==> config.mk <==
export PLATFORM = sky130hd
export DESIGN_NAME = rat_rename
export DESIGN_NICKNAME = d
export VERILOG_FILES = /design/src/rtl/rat_pkg.sv /design/src/rtl/rat_rst_sync.sv /design/src/rtl/rat_map_entry.sv /design/src/rtl/rat_src_lookup.sv /design/src/rtl/rat_out_stage.sv /design/src/rtl/rat_rename.sv
export SDC_FILE = /design/constraint.sdc
export NUM_CORES = 1
export LEC_CHECK = 0
export CORE_ASPECT_RATIO = 2
export CORE_MARGIN = 4
export CORE_UTILIZATION = 39
export CTS_BUF_LIST = sky130_fd_sc_hd__clkbuf_4
export CTS_CLUSTER_SIZE = 16
export DETAILED_ROUTE_END_ITERATION = 10
export PLACE_DENSITY = 0.64
export SYNTH_ARGS = -nofsm -noshare
export SYNTH_HDL_FRONTEND = slang
export SYNTH_HIERARCHICAL = 1
export SYNTH_SLANG_ARGS = --single-unit
export TNS_END_PERCENT = 20
==> constraint.sdc <==
create_clock -name clk -period 12.65 [get_ports clk]
set_input_delay 2.53 -clock clk [delete_from_list [all_inputs] [get_ports clk]]
set_output_delay 2.53 -clock clk [all_outputs]
set_load 0.05 [all_outputs]
==> src/rtl/rat_pkg.sv <==
package rat_pkg;
  localparam int unsigned RAT_ARCH_REGS = 16;
  localparam int unsigned RAT_PHYS_TAGS = 40;

  // Action applied to one mapping entry at the clock edge
  typedef enum logic [1:0] {
    ENT_HOLD  = 2'd0,
    ENT_LOAD  = 2'd1,
    ENT_CLEAR = 2'd2
  } ent_act_e;
endpackage

==> src/rtl/rat_rst_sync.sv <==
module rat_rst_sync (
  input  logic clk,
  input  logic rst_n,
  output logic rst_n_sync
);
  logic stage_q;

  always_ff @(posedge clk or negedge rst_n) begin
    if (!rst_n) begin
      stage_q    <= 1'b0;
      rst_n_sync <= 1'b0;
    end else begin
      stage_q    <= 1'b1;
      rst_n_sync <= stage_q;
    end
  end
endmodule

==> src/rtl/rat_map_entry.sv <==
module rat_map_entry
  import rat_pkg::*;
#(
  parameter int unsigned TAG_W = 6
) (
  input  logic             clk,
  input  logic             rst_n,
  input  logic             flush,
  input  logic             wr_en,
  input  logic [TAG_W-1:0] wr_tag,
  input  logic             ret_valid,
  input  logic [TAG_W-1:0] ret_tag,
  output logic             ent_vld,
  output logic [TAG_W-1:0] ent_tag
);
  ent_act_e act;
  logic     ret_hit;
  logic     vld_d;
  logic     tag_en;

  // Priority: flush, then new rename, then retire clear
  always_comb begin
    ret_hit = ret_valid && ent_vld && (ent_tag == ret_tag);
    if (flush)        act = ENT_CLEAR;
    else if (wr_en)   act = ENT_LOAD;
    else if (ret_hit) act = ENT_CLEAR;
    else              act = ENT_HOLD;
  end

  always_comb begin
    case (act)
      ENT_LOAD:  vld_d = 1'b1;
      ENT_CLEAR: vld_d = 1'b0;
      default:   vld_d = ent_vld;
    endcase
    tag_en = (act == ENT_LOAD);
  end

  always_ff @(posedge clk or negedge rst_n) begin
    if (!rst_n) ent_vld <= 1'b0;
    else        ent_vld <= vld_d;
  end

  always_ff @(posedge clk or negedge rst_n) begin
    if (!rst_n)      ent_tag <= '0;
    else if (tag_en) ent_tag <= wr_tag;
  end

  AST_FLUSH_CLEARS: assert property (@(posedge clk) disable iff (!rst_n)
    flush |=> !ent_vld);

  AST_RENAME_WINS: assert property (@(posedge clk) disable iff (!rst_n)
    (wr_en && !flush) |=> (ent_vld && ent_tag == $past(wr_tag)));

  AST_RETIRE_CLEARS: assert property (@(posedge clk) disable iff (!rst_n)
    (ret_valid && ent_vld && ent_tag == ret_tag && !wr_en && !flush) |=> !ent_vld);
endmodule

==> src/rtl/rat_src_lookup.sv <==
module rat_src_lookup #(
  parameter int unsigned N_ARCH = 16,
  parameter int unsigned TAG_W  = 6,
  parameter int unsigned AREG_W = 4
) (
  input  logic [N_ARCH-1:0]            tbl_vld,
  input  logic [N_ARCH-1:0][TAG_W-1:0] tbl_tag,
  input  logic [AREG_W-1:0]            areg,
  input  logic                         ret_valid,
  input  logic [TAG_W-1:0]             ret_tag,
  output logic                         ren,
  output logic [TAG_W-1:0]             tag
);
  logic             sel_vld;
  logic [TAG_W-1:0] sel_tag;
  logic             retiring;

  always_comb begin
    sel_vld  = tbl_vld[areg];
    sel_tag  = tbl_tag[areg];
    // A tag leaving this cycle is already committed: read the architectural copy
    retiring = ret_valid && (sel_tag == ret_tag);
    ren      = sel_vld && !retiring;
    tag      = ren ? sel_tag : '0;
  end
endmodule

==> src/rtl/rat_out_stage.sv <==
module rat_out_stage #(
  parameter int unsigned TAG_W  = 6,
  parameter int unsigned AREG_W = 4
) (
  input  logic              clk,
  input  logic              rst_n,
  input  logic              load,
  input  logic              s0_ren,
  input  logic [TAG_W-1:0]  s0_tag,
  input  logic              s1_ren,
  input  logic [TAG_W-1:0]  s1_tag,
  input  logic              dst_en,
  input  logic [AREG_W-1:0] dst_areg,
  input  logic [TAG_W-1:0]  dst_tag,
  output logic              out_valid,
  output logic              out_s0_ren,
  output logic [TAG_W-1:0]  out_s0_tag,
  output logic              out_s1_ren,
  output logic [TAG_W-1:0]  out_s1_tag,
  output logic              out_dst_en,
  output logic [AREG_W-1:0] out_dst_areg,
  output logic [TAG_W-1:0]  out_dst_tag
);
  always_ff @(posedge clk or negedge rst_n) begin
    if (!rst_n) out_valid <= 1'b0;
    else        out_valid <= load;
  end

  always_ff @(posedge clk or negedge rst_n) begin
    if (!rst_n) begin
      out_s0_ren   <= 1'b0;
      out_s0_tag   <= '0;
      out_s1_ren   <= 1'b0;
      out_s1_tag   <= '0;
      out_dst_en   <= 1'b0;
      out_dst_areg <= '0;
      out_dst_tag  <= '0;
    end else if (load) begin
      out_s0_ren   <= s0_ren;
      out_s0_tag   <= s0_tag;
      out_s1_ren   <= s1_ren;
      out_s1_tag   <= s1_tag;
      out_dst_en   <= dst_en;
      out_dst_areg <= dst_areg;
      out_dst_tag  <= dst_en ? dst_tag : '0;
    end
  end

  AST_OUT_FOLLOWS_LOAD: assert property (@(posedge clk) disable iff (!rst_n)
    load |=> out_valid);
endmodule

==> src/rtl/rat_rename.sv <==
module rat_rename
  import rat_pkg::*;
#(
  parameter  int unsigned N_ARCH = RAT_ARCH_REGS,
  parameter  int unsigned N_PHYS = RAT_PHYS_TAGS,
  localparam int unsigned AREG_W = $clog2(N_ARCH),
  localparam int unsigned TAG_W  = $clog2(N_PHYS)
) (
  input  logic              clk,
  input  logic              rst_n,
  input  logic              in_valid,
  input  logic [AREG_W-1:0] in_src0,
  input  logic [AREG_W-1:0] in_src1,
  input  logic              in_has_dst,
  input  logic [AREG_W-1:0] in_dst,
  input  logic [TAG_W-1:0]  alloc_tag,
  output logic              alloc_take,
  input  logic              ret_valid,
  input  logic [TAG_W-1:0]  ret_tag,
  input  logic              flush,
  output logic              out_valid,
  output logic              out_src0_ren,
  output logic [TAG_W-1:0]  out_src0_tag,
  output logic              out_src1_ren,
  output logic [TAG_W-1:0]  out_src1_tag,
  output logic              out_dst_en,
  output logic [AREG_W-1:0] out_dst_areg,
  output logic [TAG_W-1:0]  out_dst_tag
);
  localparam int unsigned N_SRC = 2;

  logic                         rst_n_s;
  logic                         take;
  logic                         accept;
  logic [N_ARCH-1:0]            wr_en;
  logic [N_ARCH-1:0]            tbl_vld;
  logic [N_ARCH-1:0][TAG_W-1:0] tbl_tag;
  logic [N_SRC-1:0][AREG_W-1:0] src_areg;
  logic [N_SRC-1:0]             src_ren;
  logic [N_SRC-1:0][TAG_W-1:0]  src_tag;

  rat_rst_sync u_rst_sync (
    .clk        (clk),
    .rst_n      (rst_n),
    .rst_n_sync (rst_n_s)
  );

  always_comb begin
    accept      = in_valid && !flush;
    take        = accept && in_has_dst;
    alloc_take  = take;
    src_areg[0] = in_src0;
    src_areg[1] = in_src1;
  end

  // Destination decode and one mapping entry per architectural register
  for (genvar r = 0; r < N_ARCH; r++) begin : g_entry
    assign wr_en[r] = take && (in_dst == AREG_W'(r));

    rat_map_entry #(.TAG_W(TAG_W)) u_entry (
      .clk       (clk),
      .rst_n     (rst_n_s),
      .flush     (flush),
      .wr_en     (wr_en[r]),
      .wr_tag    (alloc_tag),
      .ret_valid (ret_valid),
      .ret_tag   (ret_tag),
      .ent_vld   (tbl_vld[r]),
      .ent_tag   (tbl_tag[r])
    );
  end

  // Source lookups see the table before this cycle's rename
  for (genvar s = 0; s < N_SRC; s++) begin : g_src
    rat_src_lookup #(
      .N_ARCH (N_ARCH),
      .TAG_W  (TAG_W),
      .AREG_W (AREG_W)
    ) u_lookup (
      .tbl_vld   (tbl_vld),
      .tbl_tag   (tbl_tag),
      .areg      (src_areg[s]),
      .ret_valid (ret_valid),
      .ret_tag   (ret_tag),
      .ren       (src_ren[s]),
      .tag       (src_tag[s])
    );
  end

  rat_out_stage #(
    .TAG_W  (TAG_W),
    .AREG_W (AREG_W)
  ) u_out (
    .clk          (clk),
    .rst_n        (rst_n_s),
    .load         (accept),
    .s0_ren       (src_ren[0]),
    .s0_tag       (src_tag[0]),
    .s1_ren       (src_ren[1]),
    .s1_tag       (src_tag[1]),
    .dst_en       (in_has_dst),
    .dst_areg     (in_dst),
    .dst_tag      (alloc_tag),
    .out_valid    (out_valid),
    .out_s0_ren   (out_src0_ren),
    .out_s0_tag   (out_src0_tag),
    .out_s1_ren   (out_src1_ren),
    .out_s1_tag   (out_src1_tag),
    .out_dst_en   (out_dst_en),
    .out_dst_areg (out_dst_areg),
    .out_dst_tag  (out_dst_tag)
  );

  AST_TAG_RANGE: assert property (@(posedge clk) disable iff (!rst_n_s)
    alloc_take |-> (alloc_tag < TAG_W'(N_PHYS)));

  AST_NO_OUT_AFTER_FLUSH: assert property (@(posedge clk) disable iff (!rst_n_s)
    flush |=> !out_valid);
endmodule

# Word-level counts from Yosys, hierarchy flattened
# Cells that the tools add are included.
# totals
register_bits	140
out_inout_bits	27
# op_classes
magnitude_cmp	2
mux	75
eq_ne	65
reduce_logical	74
# op_table
cell	count
$eq 6x6->1	18
$mux 2	48
$logic_and 1x1->1	54
$bmux 6 s4	2
$eq 2x1->1 const B	16
$eq 2x2->1 const B	16
$eq 4x4->1 const B	8
$pmux 1 s2	16
$reduce_bool 2->1	16
$mux 6	5
$eq 4x3->1 const B	4
$lt 4x5->1 const B	2
$bmux 1 s4	2
$eq 4x2->1 const B	2
$eq 4x1->1 const B	1
$logic_not 4->1	1
$logic_not 1->1	3
$mux 1	2

# Depth between registers and ports, before layout
# Gate-level depths: netlist of the first run.
# depth
ltp_word	8
ltp_mapped	9

# Cells and area by module
# Netlist of the first run, hierarchy kept.
# by_module_without_submodules
mod	n_inst	cells_per_inst	area_each_um2	seq_area_each_um2
rat_map_entry	16	32	382.9	175.2
rat_src_lookup	2	100	1153.6	0.0
rat_out_stage	1	66	1042.2	650.6
rat_rename	1	31	190.2	0.0
rat_rst_sync	1	3	53.8	50.0

# Worst setup path before layout of the first run
# Ideal clock, no wire load.
# synth_timing
path_type	input port to output port
startpoint	in in_valid
endpoint	out alloc_take
cell_stages	2
n_path_buf	0
setup_slack_ps	6789
arrival_time_ps	3331
cell_sequence	nor2b_1 -> and2_1
# synth_between
elab_chain_len	2
# synth_rtl
element	line_no	rtl
start, declared	rat_rename.sv:11	input logic in_valid,
$logic_and 1x1->1	rat_rename.sv:49	accept = in_valid && !flush;
$logic_and 1x1->1	rat_rename.sv:50	take = accept && in_has_dst;
end, declared	rat_rename.sv:17	output logic alloc_take,
# Every way passes these cells.

# Final worst setup path of the first run
# layout_timing
startpoint	in in_valid
endpoint	out alloc_take
# layout_between
elab_chain_len	2
# layout_rtl
element	line_no	rtl
$logic_and 1x1->1	rat_rename.sv:49	
named net accept	rat_rename.sv:34	logic accept;
$logic_and 1x1->1	rat_rename.sv:50	
# The timed path passes the listed nets, and every way through them passes these cells.

==> qor.yml, run 1 <==
routing:
  drtPass1Iterations: 4
  totalWireLength_mm: 26.9
  drc: 0
  vias_per_cell: 5.52
  wire_per_inst_um: 22.3
  via_count: 6654
  ant_nets: 0
  drt_iter0_markers: 368
pwr:
  total_power_w: 0.00103
  p_leak_nw: 4.95
  p_per_area_nw_per_um2: 95.6
  vdd_drop_max_uv: 44.0
placed_design:
  dp_slack_ps: 5160
  portBuffers: 56
  finalWeightedCongestion: 0.864
  placedCellCount: 1173
  dpl.hpwl_mm: 20.4
worst_setup_path:
  cp.arrival_ps: 4920
  crit_path_end_kind: "output port"
  crit_type: "in -> out"
  critPathBufInv: 2
  required_ps: 10120
  crit_path_start_kind: "input pin"
  timing.rr.end: "u_out/out_s1_tag[3]"
  path_cells: "clkdlybuf4s50_1 > nor2b_4 > and2_1 > clkdlybuf4s50_1"
  r2r_start: "g_entry[6].u_entry/ent_tag[1]"
  r2r_cells: 7
  crit_family: "buffers and inverters"
  path_common_cell: "clkdlybuf4s50_1"
  crit_path_top_delay_cell: "nor2b_4"
  crit_fanout: 33
  rrSetupSlack_ps: 9720
  crit_cells: 4
  critPathMaxStageDelay_ps: 820
cells_and_area:
  instances_no_fill: 1206
  fillers: 2330
  layout_common_cells: "139 x dfrtp_1, 101 x mux2_2, 100 x xor2_1"
  register_area_um2: 3510
  final_nets: 922
  drive_above_1_share_pct: 27.7
  final_common_cell: "dfrtp_1"
  area_growth_pct: 11.3
  post-route-util_pct: 44.1
  multiInputGateArea_um2: 5850
floorplanning:
  die_w_um: 120
  ios: 57
  fp.dieH_um: 231
  die_area_um2: 27700
  core_um2: 24500
  initial_core_util_pct: 39.6
  rows: 81
sta:
  fin_setup_tns_ps: 0
  hold_violations: 0
  max_clock_freq_mhz: 134
  setup_viol: 0
  rsz0062_at_grt: "no"
  worst_pin_slew_ps: 971
  maxSlewViolCount: 0
  clock_skew_ps: 20.6
  final.setup.worst_slack_ps: 5200
  min_period_ps: 7450
  fin_crit_sh_pct: 58.9
  max_slew_margin_pct: 35.1
synthesis:
  async_flop_share_pct: 100
  netlist_area_um2: 9720
  yosysUniqueCellTypes: 44
  yosysSeqAreaShare_pct: 36.0
  syn_avg_cell_area_um2: 12.0
  ys_top_cells_by_area: "dfrtp_1 36%, mux4_2 12%, mux2_2 12%, xor2_1 9.0%, ha_1 4.1%"
  synth_top_flop_cell: "dfrtp_1"
  synth-edff-count: 0
  syn_inst: 812
  synth-seq-cells: 140
  yosys.area.top_type: "dfrtp_1"
  synth_fp_nets: 874
  synth_top_area_share_pct: 36.0
  yosysWarnings: 6
grt:
  antenna_found_initial: 1
  grt_pass1_vias: 6710
  track_usage_pct: 20.1
  grt_max_degree: 59
  overflow: 0
  grt_pass1_wl_mm: 41.2
clock_tree:
  post_cts.repair.setup_buffers: 0
  clkSlewWorstSetupHoldPaths_ps: 120
  clock_path_buffers: 2
  htreeDepth: 4
  root_buffer: "clkbuf_4"
  clk_latency_ps: 600
  cts_tree: "done"
  cts.sinks: 140
  hold_buffers: 0
  cts_made_buffers: 17
  ctsResizeCount: 0
run_status:
  status: "finished, final reports clean"
hold_path:
  hp-class: "reg -> async"
run:
  maxCapViolations: 0
cell families after synthesis:
family / share of synthesized area [%]
multiplexers: 30.7
XOR/XNOR: 9.37
other: 0.0386
AND/OR/NAND/NOR: 10.2
buffers and inverters: 3.85
AO/OA/AOI/OAI: 5.69
flip-flops: 36.0
adder cells (fa/ha/maj): 4.12
synth_stat cells, drive strengths merged, types with 8 or more instances:
| master | instances |
|---|---|
| ha | 32 |
| nor2b | 13 |
| a31oi | 16 |
| nor4 | 20 |
| xor2 | 100 |
| mux2 | 119 |
| a31o | 16 |
| nor2 | 54 |
| mux2i | 40 |
| mux4 | 52 |
| nand2 | 39 |
| dfrtp | 140 |
| nand2b | 20 |
| nand3 | 11 |
| buf | 39 |
| inv | 26 |
| o21ai | 22 |
| nor3 | 8 |
report_power, final:
part           internal, W  switching [W]  total (W)
registers         0.000475      0.0000330   0.000508
logic             0.000106       0.000138   0.000244
clock network     0.000122       0.000160   0.000281
worst max path at each step:
stage	slack, ps	endpoint	start
2_1_floorplan	6790	alloc_take	in_valid
6_report	5200	alloc_take	in_valid
5_1_grt	5080	alloc_take	in_valid
3_5_place_dp	5160	alloc_take	in_valid
3_3_place_gp	5220	alloc_take	in_valid
4_1_cts	5170	alloc_take	in_valid
sequential cells by signal, summed over array words and instances, names as in the netlist, 4 cells and up:
register,count
g_entry.u_entry/ent_tag,96
g_entry.u_entry/ent_vld,16
u_out/out_dst_tag,6
u_out/out_s0_tag,6
u_out/out_s1_tag,6
u_out/out_dst_areg,4
metrics by stage:
step	hold slack, ps	instance area, um2
detailed placement	253	10600
global placement	251	10600
floorplan	331	9720
global route	285	10800
finish	250	10800
CTS	265	10800
cell type report:
cell class              count  area share [%]
multi-input cells         601            54.1
flip-flops and latches    140            32.4
repair buffers             72            6.25
well taps                 332            3.84
clock buffers              21            1.46
inverters                  28           0.972
clock inverters            11           0.949
diodes                      1          0.0231
routing by layer:
metal | vias up | part of all wire (%) | track usage [%]
met5 | - | 0 | 0
met4 | 0 | 8.3 | 14.5
met3 | 86 | 3.2 | 3.03
met2 | 216 | 52 | 35.6
met1 | 3300 | 36 | 21.7
li1 | 3052 | - | -
Note: power is estimated with default switching activity, not from simulation.
==> run 2, diff against run 1 <==
Clock period 12.65 ns to 7 ns, I/O delays scaled along.
==> run 2 against run 1 <==
Compared with the run above: worst hold slack improved by 140 ps; first-iteration DRC count is 30% higher; global-route usage increased by 1.1 points; design area increased by 0.51%; cell count is essentially flat; critical path depth fell by 1; clock power up 120%; non-clock buffer count decreased by 1; sequential share of layout area decreased by 0.16 points; utilization rose by 0.22 points; sequential cell count is the same; critical path type unchanged; largest power group unchanged.
==> qor.yml, run 2 (synthesized netlist as in run 1, its figures left out) <==
worst_setup_path:
  cp.arrival_ps: 3100
  crit_fanout: 10
  rrSetupSlack_ps: 4180
  timing.rr.end: "u_out/out_s0_tag[0]"
  crit_path_end_kind: "output port"
  crit_type: "in -> out"
  r2r_cells: 7
  crit_path_start_kind: "input pin"
  required_ps: 5600
  r2r_start: "g_entry[6].u_entry/ent_tag[1]"
cells_and_area:
  reg_top3: "g_entry.u_entry/ent_tag: 96 flops, g_entry.u_entry/ent_vld: 16 flops"
  largest_register_ff_count: 96
  drive_above_1_share_pct: 27.8
  register_area_um2: 3510
  fillers: 2348
  top_register: "g_entry.u_entry/ent_tag"
  fin_area_um2: 10900
  final_nets: 921
  layout_common_cells: "139 x dfrtp_1, 101 x mux2_2, 100 x xor2_1"
  final_common_cell: "dfrtp_1"
  multiInputGateArea_um2: 5850
  area_growth_pct: 11.8
sta:
  hold_violations: 0
  maxSlewViolCount: 0
  setup_viol: 0
  final.setup.worst_slack_ps: 2500
  min_period_ps: 4500
  fin_setup_tns_ps: 0
  clock_skew_ps: 21.5
  worst_pin_slew_ps: 1040
  fin_crit_sh_pct: 64.2
  rsz0062_at_grt: "no"
  max_clock_freq_mhz: 222
  max_slew_margin_pct: 30.4
routing:
  via_count: 6810
  vias_per_cell: 5.65
  ant_nets: 0
  wire_per_inst_um: 23.4
  totalWireLength_mm: 28.2
  drt_iter0_markers: 479
  drtPass1Iterations: 5
  drc: 0
hold_path:
  hold_path_depth: 0
  hold_path.startpoint: "u_rst_sync/stage_q"
  hp-class: "reg -> reg"
  min_to: "u_rst_sync/rst_n_sync"
floorplanning:
  rows: 81
  core_um2: 24500
  ios: 57
  die_w_um: 120
  initial_core_util_pct: 39.6
  die_area_um2: 27700
  fp.dieH_um: 231
run_status:
  status: "finished, final reports clean"
pwr:
  vdd_drop_max_uv: 89.4
  p_leak_nw: 4.97
  p_per_area_nw_per_um2: 181
grt:
  track_usage_pct: 21.2
  antenna_found_initial: 1
  grt_pass1_wl_mm: 43.4
  overflow: 0
  grt_pass1_vias: 7183
  grt_max_degree: 71
clock_tree:
  htreeDepth: 4
  cts_tree: "done"
  clock_path_buffers: 2
  clkSlewWorstSetupHoldPaths_ps: 130
  hold_buffers: 0
  cts_made_buffers: 17
  root_buffer: "clkbuf_4"
  clk_latency_ps: 590
  cts.sinks: 140
  ctsResizeCount: 0
  post_cts.repair.setup_buffers: 0
placed_design:
  finalWeightedCongestion: 0.946
  dp_slack_ps: 2130
  postPlaceCellArea_um2: 10500
  dpl.hpwl_mm: 21.3
  portBuffers: 56
run:
  maxCapViolations: 0
[run 2: cell count changes in the layout (fill, tap and decap cells not counted), sizes merged]
cell	delta
buf	-1
bufinv	+2
clkbuf	-4
inv	+3
clkinvlp	+1
clkinv	-2
[run 2: layer usage]
metal  part of all wire (%)  vias to the layer above  routed length [um]  track usage (%)
li1                       -                     3045                   -                -
met1                     35                     3412                9920             22.2
met2                     52                      247               14700             37.4
met3                    3.6                      106                1020             3.32
met4                    8.9                        0                2520             16.7
met5                      0                        -                   0                0
[run 2: metrics by stage]
stage	hold slack, ps	power, W	instances	util, %
6_report	386	0.00197	1205	44.3
5_1_grt	397	0.00206	1205	44.3
4_1_cts	397	0.00199	1204	44.3
3_5_place_dp	365	0.00138	1172	43.0
3_3_place_gp	340	0.00137	1172	43.0
2_1_floorplan	331	0.00122	812	-
[run 2: critical path: stages]
cell	delay (ps)
clkdlybuf4s50_1	690
and2_1	190
clkdlybuf4s50_1	810
[run 2: final cells by class]
type,instances,area share [%]
well taps,332,3.82
inverters,28,0.967
multi-input cells,601,53.8
repair buffers,71,6.15
diodes,1,0.0230
flip-flops and latches,140,32.3
clock buffers,17,1.17
clock inverters,15,1.80
[run 2: report_power, final]
| part | internal (W) | switching (W) | total (W) |
|---|---|---|---|
| logic | 0.000191 | 0.000244 | 0.000435 |
| registers | 0.000859 | 0.0000715 | 0.000930 |
| clock network | 0.000283 | 0.000322 | 0.000605 |
[run 2: worst max path at each step]
stage	cells after the start	slack [ps]	start	endpoint
floorplan	0	2810	u_rst_sync/rst_n_sync	g_entry[0].u_entry/ent_tag[0]
global placement	9	2190	in_src1[0]	u_out/out_s1_tag[0]
detailed placement	9	2130	in_src1[0]	u_out/out_s1_tag[3]
CTS	3	2490	in_has_dst	alloc_take
global route	3	2430	in_has_dst	alloc_take
finish	3	2500	in_has_dst	alloc_take
==> run 3, diff against run 2 <==
Clock period 7 ns to 4.15 ns, I/O delays scaled along.
==> run 3 against run 2 <==
Compared with the run above: clock skew up 0.98 ps; first-iteration DRC count down 24%; combinational power is 74% higher; cell count up 1.0%; global-route usage is 0.30 points higher; sequential share of layout area is 0.32 points lower; wire length is 2.2% higher; critical endpoint is now u_out/out_s0_tag[2]; largest cell class unchanged.
==> qor.yml, run 3 (synthesized netlist as in run 1, its figures left out) <==
grt:
  overflow: 0
  antenna_found_initial: 1
  track_usage_pct: 21.5
  grt_pass1_wl_mm: 43.4
  grt_pass1_vias: 6998
  grt_max_degree: 87
worst_setup_path:
  crit_path_end_kind: "register"
  cp.arrival_ps: 3790
  critPathBufInv: 2
  crit_path_top_delay_cell: "clkdlybuf4s50_1"
  critPathMaxStageDelay_ps: 720
  crit_type: "in -> reg"
  required_ps: 4640
  crit_family: "buffers and inverters"
  path_cells: "clkdlybuf4s50_1 > buf_12 > mux4_2 > and3_1 > nor4_1 > o211ai_1 > o41ai_4 > a21oi_1 > mux2_4"
  crit_path_start_kind: "input pin"
  crit_fanout: 23
sta:
  fin_setup_tns_ps: 0
  fin_crit_sh_pct: 79.3
  hold_ws_ps: 363
  min_period_ps: 3290
  worst_pin_slew_ps: 977
  max_slew_margin_pct: 34.6
  setup_viol: 0
  clock_skew_ps: 22.5
  hold_violations: 0
  maxSlewViolCount: 0
  rsz0062_at_grt: "no"
  max_clock_freq_mhz: 304
clock_tree:
  htreeDepth: 4
  ctsResizeCount: 0
  clkSlewWorstSetupHoldPaths_ps: 140
  clk_latency_ps: 600
  cts.sinks: 140
  root_buffer: "clkbuf_4"
  clock_path_buffers: 2
  cts_tree: "done"
  post_cts.repair.setup_buffers: 0
  hold_buffers: 0
  cts_made_buffers: 17
floorplanning:
  core_um2: 24500
  rows: 81
  die_w_um: 120
  ios: 57
  fp.dieH_um: 231
  initial_core_util_pct: 39.6
  die_area_um2: 27700
routing:
  drtPass1Iterations: 4
  ant_nets: 0
  via_count: 6699
  drc: 0
  totalWireLength_mm: 28.8
  wire_per_inst_um: 23.6
  vias_per_cell: 5.50
  drt_iter0_markers: 362
pwr:
  p_leak_nw: 5.03
  p_per_area_nw_per_um2: 294
  vdd_drop_max_uv: 145
cells_and_area:
  final_common_cell: "dfrtp_1"
  layout_common_cells: "139 x dfrtp_1, 101 x mux2_2, 100 x xor2_1"
  drive_above_1_share_pct: 29.2
  area_growth_pct: 13.0
  reg_top3: "g_entry.u_entry/ent_tag: 96 flops, g_entry.u_entry/ent_vld: 16 flops"
  largest_register_ff_count: 96
  top_register: "g_entry.u_entry/ent_tag"
  final_nets: 933
  fillers: 2335
hold_path:
  hp-class: "in -> async"
run_status:
  status: "finished, final reports clean"
run:
  maxCapViolations: 0
placed_design:
  dpl.hpwl_mm: 22.2
  portBuffers: 56
  finalWeightedCongestion: 0.908
run 3: changes by cell type in the layout (fill, tap and decap cells not counted), sizes merged:
cell | previous run | this run
clkbuf | 17 | 18
buf | 16 | 29
clkinvlp | 2 | 1
bufinv | 4 | 1
clkdlybuf4s50 | 55 | 54
inv | 29 | 34
clkinv | 8 | 6
run 3: cell type report:
cell class	count	area [um2]	area share [%]
inverter	28	105	0.957
multi-input combinational	601	5850	53.3
clock buffer	18	135	1.23
timing repair buffer	83	818	7.45
clock inverter	14	148	1.34
antenna	1	2.50	0.0228
sequential	140	3510	31.9
tap	332	415	3.78
run 3: routing by layer:
| layer | vias to the layer above | track usage, % | share of wire (%) |
|---|---|---|---|
| met5 | - | 0 | 0 |
| met4 | 0 | 14.6 | 7.4 |
| met3 | 81 | 3.13 | 3.2 |
| met2 | 204 | 39.0 | 53 |
| met1 | 3357 | 22.7 | 36 |
| li1 | 3057 | - | - |
run 3: path summary, 6_finish.rpt:
path,cells past startpoint,to,slack [ps],from
min in group clk,0,u_rst_sync/rst_n_sync,370,u_rst_sync/stage_q
worst max register to register,7,u_out/out_s0_tag[2],1400,g_entry[7].u_entry/ent_tag[1]
worst min register to register,0,u_rst_sync/rst_n_sync,370,u_rst_sync/stage_q
worst max-delay path,9,u_out/out_s0_tag[2],860,in_src0[1]
max in group asynchronous,1,g_entry[2].u_entry/ent_tag[2],2810,u_rst_sync/rst_n_sync
worst min-delay path,1,u_rst_sync/rst_n_sync,360,rst_n
run 3: power breakdown:
| group | switching (W) | internal [W] |
|---|---|---|
| logic | 0.000420 | 0.000334 |
| registers | 0.000119 | 0.00145 |
| clock network | 0.000579 | 0.000326 |
| total | 0.00112 | 0.00211 |
run 3: through the flow:
stage | area, um2 | setup WS (ps) | cells | util (%) | total power (W)
3_5_place_dp | 10700 | 268 | 1184 | 43.6 | 0.00235
3_3_place_gp | 10700 | 269 | 1184 | 43.6 | 0.00234
4_1_cts | 11000 | 931 | 1216 | 44.8 | 0.00327
2_1_floorplan | 9720 | 1120 | 812 | - | 0.00205
6_report | 11000 | 858 | 1217 | 44.8 | 0.00323
5_1_grt | 11000 | 713 | 1217 | 44.8 | 0.00339
